<file path="src/rtl/simd_imm_pkg.sv">
package simd_imm_pkg;
  localparam int IMM_W   = 8;
  localparam int CMODE_W = 4;
  localparam int WORD_W  = 32;
  localparam int CONST_W = 2 * WORD_W;
  localparam int LANES   = 2;
  localparam int DATA_W  = LANES * CONST_W;
  localparam int DREG_W  = 5;

  typedef enum logic [1:0] {
    ALU_MOVE = 2'd0,
    ALU_OR   = 2'd1,
    ALU_AND  = 2'd2
  } alu_op_e;
endpackage

</file>
<file path="src/rtl/simd_imm_expand.sv">
module simd_imm_expand
  import simd_imm_pkg::*;
(
  input  logic [IMM_W-1:0]   imm_i,
  input  logic [CMODE_W-1:0] cmode_i,
  input  logic               op_i,
  output logic [CONST_W-1:0] cst_o
);
  localparam int NBYTES = CONST_W / 8;

  logic [WORD_W-1:0]  word;
  logic [WORD_W-1:0]  word_fp;
  logic [WORD_W-1:0]  word_fin;
  logic [CONST_W-1:0] byte_mask;
  logic               do_inv;
  logic               mask_mode;

  // compact float: sign, exponent pattern from bit 6, fraction top bits
  assign word_fp = {imm_i[7], ~imm_i[6], {5{imm_i[6]}}, imm_i[5:0], 19'b0};

  for (genvar b = 0; b < NBYTES; b++) begin : g_mask
    assign byte_mask[8*b +: 8] = {8{imm_i[b]}};
  end

  always_comb begin
    unique case (cmode_i[3:1])
      3'd0:    word = {24'b0, imm_i};
      3'd1:    word = {16'b0, imm_i, 8'b0};
      3'd2:    word = {8'b0, imm_i, 16'b0};
      3'd3:    word = {imm_i, 24'b0};
      3'd4:    word = {8'b0, imm_i, 8'b0, imm_i};
      3'd5:    word = {imm_i, 8'b0, imm_i, 8'b0};
      3'd6:    word = cmode_i[0] ? {8'b0, imm_i, 16'hffff} : {16'b0, imm_i, 8'hff};
      default: word = cmode_i[0] ? word_fp : {4{imm_i}};
    endcase
  end

  assign mask_mode = (cmode_i == 4'd14) && op_i;
  assign do_inv    = op_i && (cmode_i != 4'd14);
  assign word_fin  = do_inv ? ~word : word;
  assign cst_o     = mask_mode ? byte_mask : {2{word_fin}};
endmodule

</file>
<file path="src/rtl/simd_imm_decode.sv">
module simd_imm_decode
  import simd_imm_pkg::*;
(
  input  logic [CMODE_W-1:0] cmode_i,
  input  logic               op_i,
  input  logic [DREG_W-1:0]  dreg_i,
  input  logic               quad_i,
  input  logic               few_dregs_i,
  output alu_op_e            alu_op_o,
  output logic               undef_o
);
  logic bad_enc;
  logic bad_align;
  logic bad_bank;

  assign bad_enc   = (cmode_i == 4'd15) && op_i;
  assign bad_align = quad_i && dreg_i[0];
  assign bad_bank  = few_dregs_i && dreg_i[DREG_W-1];
  assign undef_o   = bad_enc | bad_align | bad_bank;

  always_comb begin
    if (cmode_i[0] && (cmode_i < 4'd12)) alu_op_o = op_i ? ALU_AND : ALU_OR;
    else                                  alu_op_o = ALU_MOVE;
  end
endmodule

</file>
<file path="src/rtl/simd_imm_lane.sv">
module simd_imm_lane
  import simd_imm_pkg::*;
#(
  parameter int LANE_W = CONST_W
) (
  input  alu_op_e           alu_op_i,
  input  logic [LANE_W-1:0] src_i,
  input  logic [LANE_W-1:0] cst_i,
  output logic [LANE_W-1:0] res_o
);
  always_comb begin
    unique case (alu_op_i)
      ALU_OR:  res_o = src_i | cst_i;
      ALU_AND: res_o = src_i & cst_i;
      default: res_o = cst_i;
    endcase
  end
endmodule

</file>
<file path="src/rtl/simd_imm_unit.sv">
module simd_imm_unit
  import simd_imm_pkg::*;
(
  input  logic               clk_i,
  input  logic               rst_ni,
  input  logic               few_dregs_i,
  input  logic               req_valid_i,
  output logic               req_ready_o,
  input  logic [IMM_W-1:0]   imm_i,
  input  logic [CMODE_W-1:0] cmode_i,
  input  logic               op_i,
  input  logic [DREG_W-1:0]  dreg_i,
  input  logic               quad_i,
  input  logic [DATA_W-1:0]  src_data_i,
  output logic               res_valid_o,
  output logic               res_we_o,
  output logic               res_undef_o,
  output logic [DATA_W-1:0]  res_data_o
);
  logic [CONST_W-1:0] cst;
  alu_op_e            alu_op;
  logic               undef;
  logic               accept;
  logic [DATA_W-1:0]  nxt_data;

  assign req_ready_o = 1'b1;
  assign accept      = req_valid_i & req_ready_o;

  simd_imm_expand u_expand (
    .imm_i   (imm_i),
    .cmode_i (cmode_i),
    .op_i    (op_i),
    .cst_o   (cst)
  );

  simd_imm_decode u_decode (
    .cmode_i     (cmode_i),
    .op_i        (op_i),
    .dreg_i      (dreg_i),
    .quad_i      (quad_i),
    .few_dregs_i (few_dregs_i),
    .alu_op_o    (alu_op),
    .undef_o     (undef)
  );

  for (genvar l = 0; l < LANES; l++) begin : g_lane
    logic [CONST_W-1:0] lane_res;
    logic               lane_en;

    simd_imm_lane #(.LANE_W(CONST_W)) u_lane (
      .alu_op_i (alu_op),
      .src_i    (src_data_i[l*CONST_W +: CONST_W]),
      .cst_i    (cst),
      .res_o    (lane_res)
    );

    // lane 0 always active; upper lanes only for quad
    assign lane_en = (l == 0) || quad_i;
    assign nxt_data[l*CONST_W +: CONST_W] = (lane_en && !undef) ? lane_res : '0;
  end

  always_ff @(posedge clk_i or negedge rst_ni) begin
    if (!rst_ni) begin
      res_valid_o <= 1'b0;
      res_we_o    <= 1'b0;
      res_undef_o <= 1'b0;
      res_data_o  <= '0;
    end else begin
      res_valid_o <= accept;
      res_we_o    <= accept & ~undef;
      res_undef_o <= accept & undef;
      if (accept) res_data_o <= nxt_data;
    end
  end
endmodule

</file>
<file path="config.mk">
export PLATFORM = sky130hd
export DESIGN_NAME = simd_imm_unit
export DESIGN_NICKNAME = d
export VERILOG_FILES = /design/src/rtl/simd_imm_pkg.sv /design/src/rtl/simd_imm_expand.sv /design/src/rtl/simd_imm_decode.sv /design/src/rtl/simd_imm_lane.sv /design/src/rtl/simd_imm_unit.sv
export SDC_FILE = /design/constraint.sdc
export NUM_CORES = 1
export LEC_CHECK = 0
export ABC_CLOCK_PERIOD_IN_PS = 1820
export BUFFER_PORTS_ARGS = -buffer_cell sky130_fd_sc_hd__buf_2
export CAP_MARGIN = 40
export CORE_MARGIN = 2
export CORE_UTILIZATION = 30
export DETAILED_ROUTE_END_ITERATION = 12
export PLACE_DENSITY = 0.55
export SLEW_MARGIN = 30
export SYNTH_ARGS = -nofsm -noshare
export SYNTH_HDL_FRONTEND = slang
export SYNTH_HIERARCHICAL = 1
export SYNTH_SLANG_ARGS = --single-unit
</file>
<file path="constraint.sdc">
create_clock -name clk_i -period 1.82 [get_ports clk_i]
set_input_delay 0.273 -clock clk_i [delete_from_list [all_inputs] [get_ports clk_i]]
set_output_delay 0.273 -clock clk_i [all_outputs]
set_load 0.01 [all_outputs]
</file>
==> results_dict.tcl, run 1 <==
set metrics [dict create \
    max_freq_mhz 561 \
    placed_area_um2 14100 \
    p_per_area_nw_per_um2 740 \
    warnings_from_yosys 6 \
    drt_iter0_drc 1040 \
    finalSetupViolations 0 \
    grt_pass1_wl_mm 72.6 \
    worst_skew_late_latency_ns 0.45 \
    clock-sinks 131 \
    first_global_vias 11885 \
    drt_first_pass_iters 6 \
    routed_length_per_placed_instance_um 21.9 \
    finalWorstSetupSlack_ns 0.0380 \
    antenna_left 0 \
    path_delay_family "compound AO/OA/AOI/OAI gates" \
    drc 0 \
    synth-edff-count 0 \
    grt_start_max_net_pins 55 \
    report.final.slew_viol_count 0 \
    required_ns 2.19 \
    die_area_um2 38500 \
    finalWeightedCongestion 0.921 \
    floorplan.die.height_um 196 \
    timing.hold.worst.class "in -> reg" \
    initial_core_util_pct 30.4 \
    crit_path_top_delay_cell "sky130_fd_sc_hd__a21oi_1" \
    htree_num_levels 4 \
    synthToLayoutAreaGrowth_pct 39.6 \
    die_outline_width_um 196 \
    dp.final_hpwl_mm 36.7 \
    timing.setup.tns_ns 0 \
    synthTopCellsByArea "sky130_fd_sc_hd__dfrtp_1, sky130_fd_sc_hd__a21oi_1, sky130_fd_sc_hd__o22ai_1" \
    syn-instance-count 1458 \
    synth_top_area_share_pct 29.6 \
    power_w 0.0115 \
    grt_overflow_total 0 \
    num_rows 70 \
    critical_path.most_common_cell "sky130_fd_sc_hd__buf_4" \
    status "complete, no violations" \
    cp_data_arrival_time_ns 2.15 \
    n_antenna_cell 0 \
    fin_area_um2 15500 \
    worst-setup-path-type "in -> reg" \
    initial_antenna_violation_count 5 \
    syn_area_per_cell_um2 7.61 \
    drt-total-wl_mm 51.1 \
    clk_root_buffer_cell "sky130_fd_sc_hd__clkbuf_16" \
    route.detailed.vias_per_inst 5.53 \
    maximum_clock_skew_at_final_layout_ns 0 \
    worstPathCellList "buf_4 -> ha_2 -> nand2b_1 -> mux2i_1 -> o21ai_0 -> a21oi_1 -> buf_4 -> inv_1 -> o22ai_1 -> nand2_1 -> o2bb2ai_1" \
    post-route-period-util_pct 97.9 \
    yosys.cell_types.count 66 \
    buffers_plus_inverters_on_the_worst_setup_path 3 \
    irDropWorstVdd_mv 0.723 \
    r2r_slack_ns 1.12 \
    postSynthNetCount 1616 \
    slowest_cell_delay_on_critical_path_ns 0.31 \
    clk_path_buf_depth 2 \
    cts_made_buffers 17 \
    timing.final.hold_violations 0 \
    clk_pin_slew_ns 0.06 \
    placement.setup.worst_slack_ns -0.613 \
    via_count 12903 \
    num-nets-final 2009 \
    async_reset_ff_share_pct 100 \
    synth_seq_cells 131 \
    final_core_util_pct 42.4 \
    grt.total_usage_pct 24.7 \
    buffer_ports.inserted 278 \
    yosysSeqAreaShare_pct 29.6 \
    cp_max_fo 7 \
    cap_violations 0 \
    fillers 3700 \
    finalWorstPathRequiredPeriod_ns 1.78 \
    timing.critical_path.to_type "flip-flop" \
    synthFlopType "sky130_fd_sc_hd__dfrtp_1" \
    p_leak_nw 7.51 \
    cts_tree "yes" \
    proportion_of_layout_cells_with_a_drive_suffix_above_1_pct 36.4 \
    top_level_ports 283 \
    core-area_um2 36500 \
    syn_area_um2 11100 \
    synth_top_cell_by_area "sky130_fd_sc_hd__dfrtp_1" \
    rsz0062_at_grt "yes" \
    crit_path_launch_type "input pin" \
]
-- registers in the layout, summed over array words and instances (netlist names) --
register,flops
res_valid_o,1
res_undef_o,1
res_data_o,128
res_we_o,1
-- cell usage after synthesis (2+ instances only) --
library cell,number
sky130_fd_sc_hd__nand2_1,104
sky130_fd_sc_hd__buf_4,12
sky130_fd_sc_hd__buf_6,45
sky130_fd_sc_hd__o221ai_1,9
sky130_fd_sc_hd__a31oi_1,4
sky130_fd_sc_hd__a21oi_1,302
sky130_fd_sc_hd__inv_2,8
sky130_fd_sc_hd__o31ai_1,11
sky130_fd_sc_hd__a311oi_1,3
sky130_fd_sc_hd__ha_1,7
sky130_fd_sc_hd__inv_1,200
sky130_fd_sc_hd__or2_0,2
sky130_fd_sc_hd__nor2b_1,17
sky130_fd_sc_hd__o22ai_1,130
sky130_fd_sc_hd__and3b_1,2
sky130_fd_sc_hd__mux2_2,5
sky130_fd_sc_hd__clkbuf_1,33
sky130_fd_sc_hd__dfrtp_1,131
sky130_fd_sc_hd__or2_1,13
sky130_fd_sc_hd__o311a_1,4
sky130_fd_sc_hd__o21a_1,4
sky130_fd_sc_hd__mux2i_1,9
sky130_fd_sc_hd__o2bb2ai_1,42
sky130_fd_sc_hd__o21ai_0,88
sky130_fd_sc_hd__a32o_1,2
sky130_fd_sc_hd__buf_1,5
sky130_fd_sc_hd__and3_1,6
sky130_fd_sc_hd__nand3b_1,63
sky130_fd_sc_hd__mux2_1,2
sky130_fd_sc_hd__o2111ai_1,5
sky130_fd_sc_hd__nand3_1,9
sky130_fd_sc_hd__nor2_1,25
sky130_fd_sc_hd__a22o_1,9
sky130_fd_sc_hd__a22oi_1,4
sky130_fd_sc_hd__and2_1,9
sky130_fd_sc_hd__nand2b_1,12
sky130_fd_sc_hd__o2bb2ai_2,23
sky130_fd_sc_hd__nor3_1,13
sky130_fd_sc_hd__o21ai_1,16
sky130_fd_sc_hd__buf_2,30
sky130_fd_sc_hd__o21bai_1,4
sky130_fd_sc_hd__clkbuf_8,12
-- through the flow --
| stage | hold slack [ns] | cells |
|---|---|---|
| global placement | 0.200 | 2290 |
| detailed placement | 0.204 | 2290 |
| CTS | 0.221 | 2323 |
| global route | 0.260 | 2332 |
| finish | 0.230 | 2332 |
| floorplan | -0.0226 | 1458 |
-- worst paths after layout --
kind / to / depth (start not counted) / from
hold reg to reg: res_data_o[91] / 1 / res_data_o[91]
setup reg to reg: res_data_o[63] / 1 / res_data_o[63]
hold / removal: res_data_o[124] / 5 / src_data_i[124]
min in group asynchronous: res_data_o[51] / 2 / rst_ni
setup / recovery: res_data_o[91] / 11 / cmode_i[0]
max in group asynchronous: res_data_o[13] / 3 / rst_ni
-- per-layer routing --
metal	track usage, %	wire (um)	share of wire (%)
met1	33.9	22600	44
met5	0	50	0.098
met4	9.60	1730	3.4
met3	5.11	3980	7.8
met2	37.9	22800	45
-- layout make-up --
class,count,area (um^2),area share (%)
Tap cell,468,586,3.78
Sequential cell,131,3280,21.2
Clock buffer,19,443,2.86
Clock inverter,13,183,1.18
Inverter,208,792,5.11
Timing Repair Buffer,512,3690,23.9
Multi-Input combinational cell,981,6510,42.0
-- logic make-up (layout without fill, tap and decap cells) --
| kind of cell | Yosys count | count (layout) | synth area share (%) |
|---|---|---|---|
| mux | 16 | 16 | 1.52 |
| fa+ha+maj | 7 | 7 | 0.789 |
| simple gates | 282 | 282 | 13.7 |
| compound gates | 673 | 673 | 37.6 |
| buf+inv | 346 | 752 | 16.7 |
| xor+xnor | 2 | 2 | 0.158 |
| flops | 131 | 131 | 29.6 |
| other cells | 1 | 1 | 0.0338 |
-- placed cells by master (no fill, tap or decap), types with 10 or more instances in the layout --
master | netlist | final
sky130_fd_sc_hd__clkbuf_16 | 0 | 24
sky130_fd_sc_hd__inv_1 | 200 | 199
sky130_fd_sc_hd__nor2_1 | 25 | 18
sky130_fd_sc_hd__nand2_1 | 104 | 99
sky130_fd_sc_hd__buf_2 | 30 | 272
sky130_fd_sc_hd__a21oi_2 | 0 | 18
sky130_fd_sc_hd__o21ai_1 | 16 | 19
sky130_fd_sc_hd__nor2b_1 | 17 | 15
sky130_fd_sc_hd__buf_12 | 0 | 30
sky130_fd_sc_hd__or2_4 | 0 | 10
sky130_fd_sc_hd__nand3b_1 | 63 | 63
sky130_fd_sc_hd__o21ai_0 | 88 | 79
sky130_fd_sc_hd__a21oi_1 | 302 | 284
sky130_fd_sc_hd__o2bb2ai_2 | 23 | 24
sky130_fd_sc_hd__buf_4 | 12 | 192
sky130_fd_sc_hd__nand2b_1 | 12 | 10
sky130_fd_sc_hd__o22ai_1 | 130 | 127
sky130_fd_sc_hd__dfrtp_1 | 131 | 131
sky130_fd_sc_hd__o2bb2ai_1 | 42 | 41
-- report_power, final --
| group | total (W) | internal (W) | switching (W) | leakage, nW |
|---|---|---|---|---|
| Clock | 0.00378 | 0.00232 | 0.00145 | 0.295 |
| Sequential | 0.00340 | 0.00321 | 0.000191 | 1.74 |
| Combinational | 0.00428 | 0.00183 | 0.00246 | 5.47 |
| Total | 0.0115 | 0.00736 | 0.00410 | 7.51 |
-- timing repair --
| action | in CTS | in global routing |
|---|---|---|
| cloned | 0 | 7 |
| gates resized for setup | 8 | 119 |
| endpoints found under the hold margin | 27 | 0 |
| endpoints found under the setup margin | 18 | 116 |
| hold buffers | 1 | 0 |
| pin swaps | 0 | 11 |
| buffers inserted | 0 | 3 |
-- tightest hold or removal path, cell delays in order --
cell	delay, ns
sky130_fd_sc_hd__buf_2	0.11
sky130_fd_sc_hd__inv_1	0.07
sky130_fd_sc_hd__o21ai_1	0.08
sky130_fd_sc_hd__nand2_1	0.06
sky130_fd_sc_hd__o2bb2ai_1	0.05
Note: power is estimated with default switching activity, not from simulation.
==> inputs of run 2 (changes only) <==
--- a/config.mk
+++ b/config.mk
@@ -6,7 +6,7 @@
 export NUM_CORES = 1
 export LEC_CHECK = 0
 export ABC_CLOCK_PERIOD_IN_PS = 1820
-export BUFFER_PORTS_ARGS = -buffer_cell sky130_fd_sc_hd__buf_2
+export BUFFER_PORTS_ARGS = -buffer_cell sky130_fd_sc_hd__buf_4
 export CAP_MARGIN = 40
 export CORE_MARGIN = 2
 export CORE_UTILIZATION = 30
==> run 2 against run 1 <==
Combinational power rose by 4.9%. Register-to-register slack worse by 0.02 ns. Critical path depth did not move. Wire length is 2.1% higher. Critical path type unchanged. Critical endpoint is now res_data_o[45]. Highest routed layer unchanged.
==> results_dict.tcl, run 2 (synthesis results as in run 1) <==
set metrics [dict create \
    p_clk_share_pct 33.1 \
    top_level_ports 283 \
    p_leak_nw 7.66 \
    worst_skew_late_latency_ns 0.45 \
    cts_made_buffers 17 \
    route.detailed.vias_per_inst 5.58 \
    die_outline_width_um 196 \
    buffer_ports.inserted 278 \
    antenna_left 0 \
    p_per_area_nw_per_um2 740 \
    cap_violations 0 \
    mostFrequentLayoutCell "sky130_fd_sc_hd__buf_4" \
    initial_antenna_violation_count 1 \
    n_antenna_cell 0 \
    largest_register_ffs 128 \
    worst-setup-path-type "in -> reg" \
    fin_area_um2 16000 \
    post-route-period-util_pct 98.1 \
    htree_num_levels 4 \
    p_comb_share_pct 38.0 \
    drt-total-wl_mm 52.2 \
    num_rows 70 \
    via_count 13000 \
    max_freq_mhz 560 \
    drt_iter0_drc 1184 \
    core-area_um2 36500 \
    first_global_vias 12311 \
    irDropWorstVdd_mv 0.679 \
    power_frac_seq_pct 29.0 \
    cts_tree "yes" \
    required_ns 2.14 \
    timing.critical_path.to_type "flip-flop" \
    crit_path_launch_type "input pin" \
    grt.total_usage_pct 26.0 \
    grt_start_max_net_pins 77 \
    clk_path_buf_depth 2 \
    timing.hold.worst.class "in -> reg" \
    floorplan.die.height_um 196 \
    internal_power_w 0.00772 \
    finalSetupViolations 0 \
    dp.final_hpwl_mm 37.9 \
    power.switching_fraction_pct 34.7 \
    num-nets-final 2009 \
    finalWorstPathRequiredPeriod_ns 1.79 \
    finalWeightedCongestion 0.911 \
    largest-register "res_data_o" \
    multi_input_area_um2 6260 \
    clk_pin_slew_ns 0.06 \
    measured_slew_at_the_worst_slew_check_pin_ns 0.574 \
    net-switching-power_w 0.00411 \
    report.final.slew_viol_count 0 \
    synthToLayoutAreaGrowth_pct 44.1 \
    layout_common_cells "sky130_fd_sc_hd__buf_4, sky130_fd_sc_hd__a21oi_1, sky130_fd_sc_hd__inv_1" \
    ff_latch_area_um2 3280 \
    routed_length_per_placed_instance_um 22.4 \
    rsz0062_at_grt "yes" \
    placed_area_um2 14900 \
    grt_overflow_total 0 \
    die_area_um2 38500 \
    cp_data_arrival_time_ns 2.10 \
    initial_core_util_pct 30.4 \
    cp_max_fo 13 \
    status "complete, no violations" \
    fillers 3723 \
    maximum_clock_skew_at_final_layout_ns 0 \
    relSlewSlack_pct 61.6 \
    proportion_of_layout_cells_with_a_drive_suffix_above_1_pct 34.1 \
    timing.final.hold_violations 0 \
    drt_first_pass_iters 7 \
    grt_pass1_wl_mm 76.6 \
    final_core_util_pct 43.8 \
    clk_root_buffer_cell "sky130_fd_sc_hd__clkbuf_16" \
    drc 0 \
    clock-sinks 131 \
]
## run 2: per-stage QoR
stage	TNS (ns)	hold WS (ns)	total power [W]	cells	setup slack [ns]
after detailed placement	-52.24	0.273	0.00770	2288	-0.576
after global placement	-46.53	0.264	0.00765	2288	-0.563
after global routing	-0.0412	0.0537	0.0124	2331	-0.0298
after CTS	0	0.0449	0.0117	2324	0.00953
final	0	0.0639	0.0118	2331	0.0346
after floorplan	-0.0788	-0.0226	0.00567	1458	-0.0122
## run 2: worst max-delay path, stage by stage
cell,delay (ns)
sky130_fd_sc_hd__buf_6,0.12
sky130_fd_sc_hd__buf_12,0.15
sky130_fd_sc_hd__buf_4,0.17
sky130_fd_sc_hd__and3_2,0.29
sky130_fd_sc_hd__a21oi_1,0.14
sky130_fd_sc_hd__o221ai_1,0.22
sky130_fd_sc_hd__or2_4,0.32
sky130_fd_sc_hd__a21oi_1,0.13
sky130_fd_sc_hd__o22ai_1,0.10
sky130_fd_sc_hd__nand3b_1,0.09
sky130_fd_sc_hd__o21ai_0,0.08
## run 2: cell type report
| class | count | area share, % |
|---|---|---|
| clock buffers | 21 | 3.01 |
| flip-flops and latches | 131 | 20.5 |
| well taps | 468 | 3.66 |
| repair buffers | 512 | 27.7 |
| multi-input cells | 981 | 39.1 |
| inverters | 208 | 4.93 |
| clock inverters | 10 | 1.06 |
## run 2: power groups by stage
stage               clock, W  sequential [W]  combinational (W)
detailed placement         0         0.00348            0.00422
floorplan                  0         0.00356            0.00211
global route         0.00412         0.00346            0.00484
finish               0.00391         0.00343            0.00449
global placement           0         0.00347            0.00418
CTS                  0.00399         0.00343            0.00429
## run 2: per-layer routing
layer	vias to the layer above	share of wire, %	wire length [um]	track usage [%]
li1	5970	-	-	-
met1	6332	44	23200	35.9
met2	616	46	23900	41.8
met3	80	7.1	3680	4.52
met4	2	2.7	1430	6.93
met5	-	0.025	13	0
## run 2: what timing repair did
action | CTS | global route
buffers inserted | 3 | 2
pin swaps | 1 | 5
endpoints found under the hold margin | 45 | 0
cloned | 1 | 5
gates resized for setup | 8 | 55
hold buffers | 1 | 0
endpoints found under the setup margin | 14 | 118
## run 2: worst paths after layout
kind	start	to	slack (ns)	cells after the start
max	cmode_i[0]	res_data_o[45]	0.03	11
min	req_valid_i	res_valid_o	0.06	1
max reg2reg	res_data_o[63]	res_data_o[63]	1.10	1
min reg2reg	res_data_o[83]	res_data_o[83]	0.49	1
max in group asynchronous	rst_ni	res_data_o[80]	0.79	3
min in group asynchronous	rst_ni	res_data_o[52]	0.33	2
==> inputs of run 3 (changes only) <==
--- a/config.mk
+++ b/config.mk
@@ -5,7 +5,7 @@
 export SDC_FILE = /design/constraint.sdc
 export NUM_CORES = 1
 export LEC_CHECK = 0
-export ABC_CLOCK_PERIOD_IN_PS = 1820
+export ABC_CLOCK_PERIOD_IN_PS = 1900
 export BUFFER_PORTS_ARGS = -buffer_cell sky130_fd_sc_hd__buf_4
 export CAP_MARGIN = 40
 export CORE_MARGIN = 2
==> constraint.sdc (replaced) <==
create_clock -name clk_i -period 1.9 [get_ports clk_i]
set_input_delay 0.285 -clock clk_i [delete_from_list [all_inputs] [get_ports clk_i]]
set_output_delay 0.285 -clock clk_i [all_outputs]
set_load 0.01 [all_outputs]
==> run 3 against run 2 <==
Final area shrank 0.36%. Via count shrank 0.69%. Combinational power shrank 7.8%. Wire length shrank 5.2%. Sequential power shrank 4%. Utilization shrank 0.16 points. Worst hold slack gained 0.13 ns. Global-route usage shrank 0.67 points. Non-clock buffer count grew 21. Clock skew is the same. Largest cell class unchanged.
==> results_dict.tcl, run 3 (synthesis results as in run 1) <==
set metrics [dict create \
    die_outline_width_um 196 \
    clock-sinks 131 \
    largest-register "res_data_o" \
    cts_tree "yes" \
    relSlewSlack_pct 64.8 \
    initial_core_util_pct 30.4 \
    irDropWorstVdd_mv 0.672 \
    timing.final.hold_violations 0 \
    clk_pin_slew_ns 0.06 \
    clk_root_buffer_cell "sky130_fd_sc_hd__clkbuf_16" \
    max_freq_mhz 535 \
    top_level_ports 283 \
    initial_antenna_violation_count 1 \
    critical_path.most_common_cell "sky130_fd_sc_hd__buf_4" \
    drt_first_pass_iters 5 \
    worst_skew_late_latency_ns 0.44 \
    route.detailed.vias_per_inst 5.48 \
    mostFrequentLayoutCell "sky130_fd_sc_hd__buf_4" \
    dp.final_hpwl_mm 37.7 \
    grt_pass1_wl_mm 74.5 \
    cts_made_buffers 17 \
    grt.total_usage_pct 25.3 \
    htree_num_levels 4 \
    num-nets-final 2030 \
    proportion_of_layout_cells_with_a_drive_suffix_above_1_pct 33.6 \
    post-route-period-util_pct 98.4 \
    antenna_left 0 \
    drt_iter0_drc 1009 \
    fin_area_um2 15900 \
    num_rows 70 \
    timing.critical_path.from "cmode_i[2]" \
    grt_overflow_total 0 \
    crit_path_launch_type "input pin" \
    crit_path_top_delay_cell "sky130_fd_sc_hd__o311a_1" \
    ff_latch_area_um2 3280 \
    worst-setup-path-type "in -> reg" \
    report.final.slew_viol_count 0 \
    status "complete, no violations" \
    drc 0 \
    timing.hold.worst.class "in -> reg" \
    drt-total-wl_mm 49.5 \
    synthToLayoutAreaGrowth_pct 43.6 \
    floorplan.die.height_um 196 \
    cap_violations 0 \
    worstReg2RegStart "res_data_o[63]" \
    buffer_ports.inserted 278 \
    fillers 3713 \
    cp_data_arrival_time_ns 2.23 \
    clk_path_buf_depth 2 \
    slowest_cell_delay_on_critical_path_ns 0.35 \
    fin_hold_ws_ns 0.198 \
    rsz0062_at_grt "yes" \
    holdCritStartpoint "req_valid_i" \
    finalSetupViolations 0 \
    required_ns 2.26 \
    core-area_um2 36500 \
    measured_slew_at_the_worst_slew_check_pin_ns 0.529 \
    first_global_vias 12326 \
    largest_register_ffs 128 \
    p_per_area_nw_per_um2 701 \
    multi_input_area_um2 6110 \
    die_area_um2 38500 \
    placement.setup.worst_slack_ns -0.644 \
    cp_max_fo 11 \
    power_w 0.0112 \
    finalWorstPathRequiredPeriod_ns 1.87 \
    routed_length_per_placed_instance_um 21.0 \
    maximum_clock_skew_at_final_layout_ns 0 \
    layout_common_cells "sky130_fd_sc_hd__buf_4, sky130_fd_sc_hd__a21oi_1, sky130_fd_sc_hd__inv_1" \
    p_leak_nw 7.68 \
    via_count 12910 \
    timing.critical_path.to_type "flip-flop" \
    placed_area_um2 15100 \
    grt_start_max_net_pins 47 \
    finalWorstSetupSlack_ns 0.0313 \
    worstPathCellList "buf_4 -> buf_4 -> nor2b_1 -> buf_4 -> and3_1 -> o311a_1 -> nor2_2 -> buf_4 -> inv_1 -> o22ai_1 -> nand3b_1 -> o21ai_0" \
    finalWeightedCongestion 0.946 \
]
## run 3: cell count changes in the layout (fill, tap and decap cells not counted), sizes merged
cell / before / now
buf: 505 / 532
bufbuf: 1 / 0
clkbuf: 26 / 22
clkinv: 2 / 3
clkinvlp: 2 / 3
diode: 0 / 1
inv: 210 / 208
## run 3: what timing repair did
item / in CTS / in global routing
buffers inserted: 0 / 2
resized for setup: 5 / 27
endpoints found under the setup margin: 12 / 33
hold buffers: 1 / 0
pin swaps: 0 / 2
hold endpoints to repair: 42 / 0
## run 3: layer usage
metal | share of wire, % | up-vias | wire (um) | track usage (%)
li1 | - | 6018 | - | -
met5 | 0 | - | 0 | 0
met1 | 45 | 6290 | 22300 | 34.5
met3 | 7.0 | 59 | 3440 | 4.13
met2 | 46 | 543 | 22900 | 41.8
met4 | 1.7 | 0 | 838 | 6.12
## run 3: through the flow
step,utilization (%),cells,setup TNS [ns]
6_report,43.6,2354,0
5_1_grt,43.6,2354,-0.0703
4_1_cts,43.3,2351,0
3_5_place_dp,41.4,2318,-42.27
3_3_place_gp,41.4,2318,-41.64
2_1_floorplan,-,1458,-0.0396
## run 3: worst paths after layout
path / to / slack [ns] / cells after the start
worst max-delay path: res_data_o[52] / 0.03 / 12
worst min-delay path: res_data_o[79] / 0.20 / 3
worst max register to register: res_data_o[63] / 1.18 / 1
worst min register to register: res_data_o[87] / 0.49 / 1
max in group asynchronous: res_data_o[73] / 0.91 / 3
min in group asynchronous: res_data_o[113] / 0.35 / 2
## run 3: cell type report
type                    count  share of cell area [%]
multi-input cells         981                    38.4
repair buffers            533                    28.3
flip-flops and latches    131                    20.6
inverters                 208                    4.92
well taps                 468                    3.68
clock buffers              22                    3.04
clock inverters            10                    1.07
diodes                      1                  0.0157
## run 3: critical path, delay by kind of cell
kind / cells / cell delay [ns]
and+or+nand+nor: 4 / 0.59
AOI/OAI and AO/OA: 3 / 0.65
buffers and inverters: 5 / 0.69
## run 3: power by group
| group | switching, W | internal [W] | leakage [nW] |
|---|---|---|---|
| Clock | 0.00140 | 0.00235 | 0.313 |
| Combinational | 0.00223 | 0.00192 | 5.63 |
| Sequential | 0.000211 | 0.00308 | 1.74 |
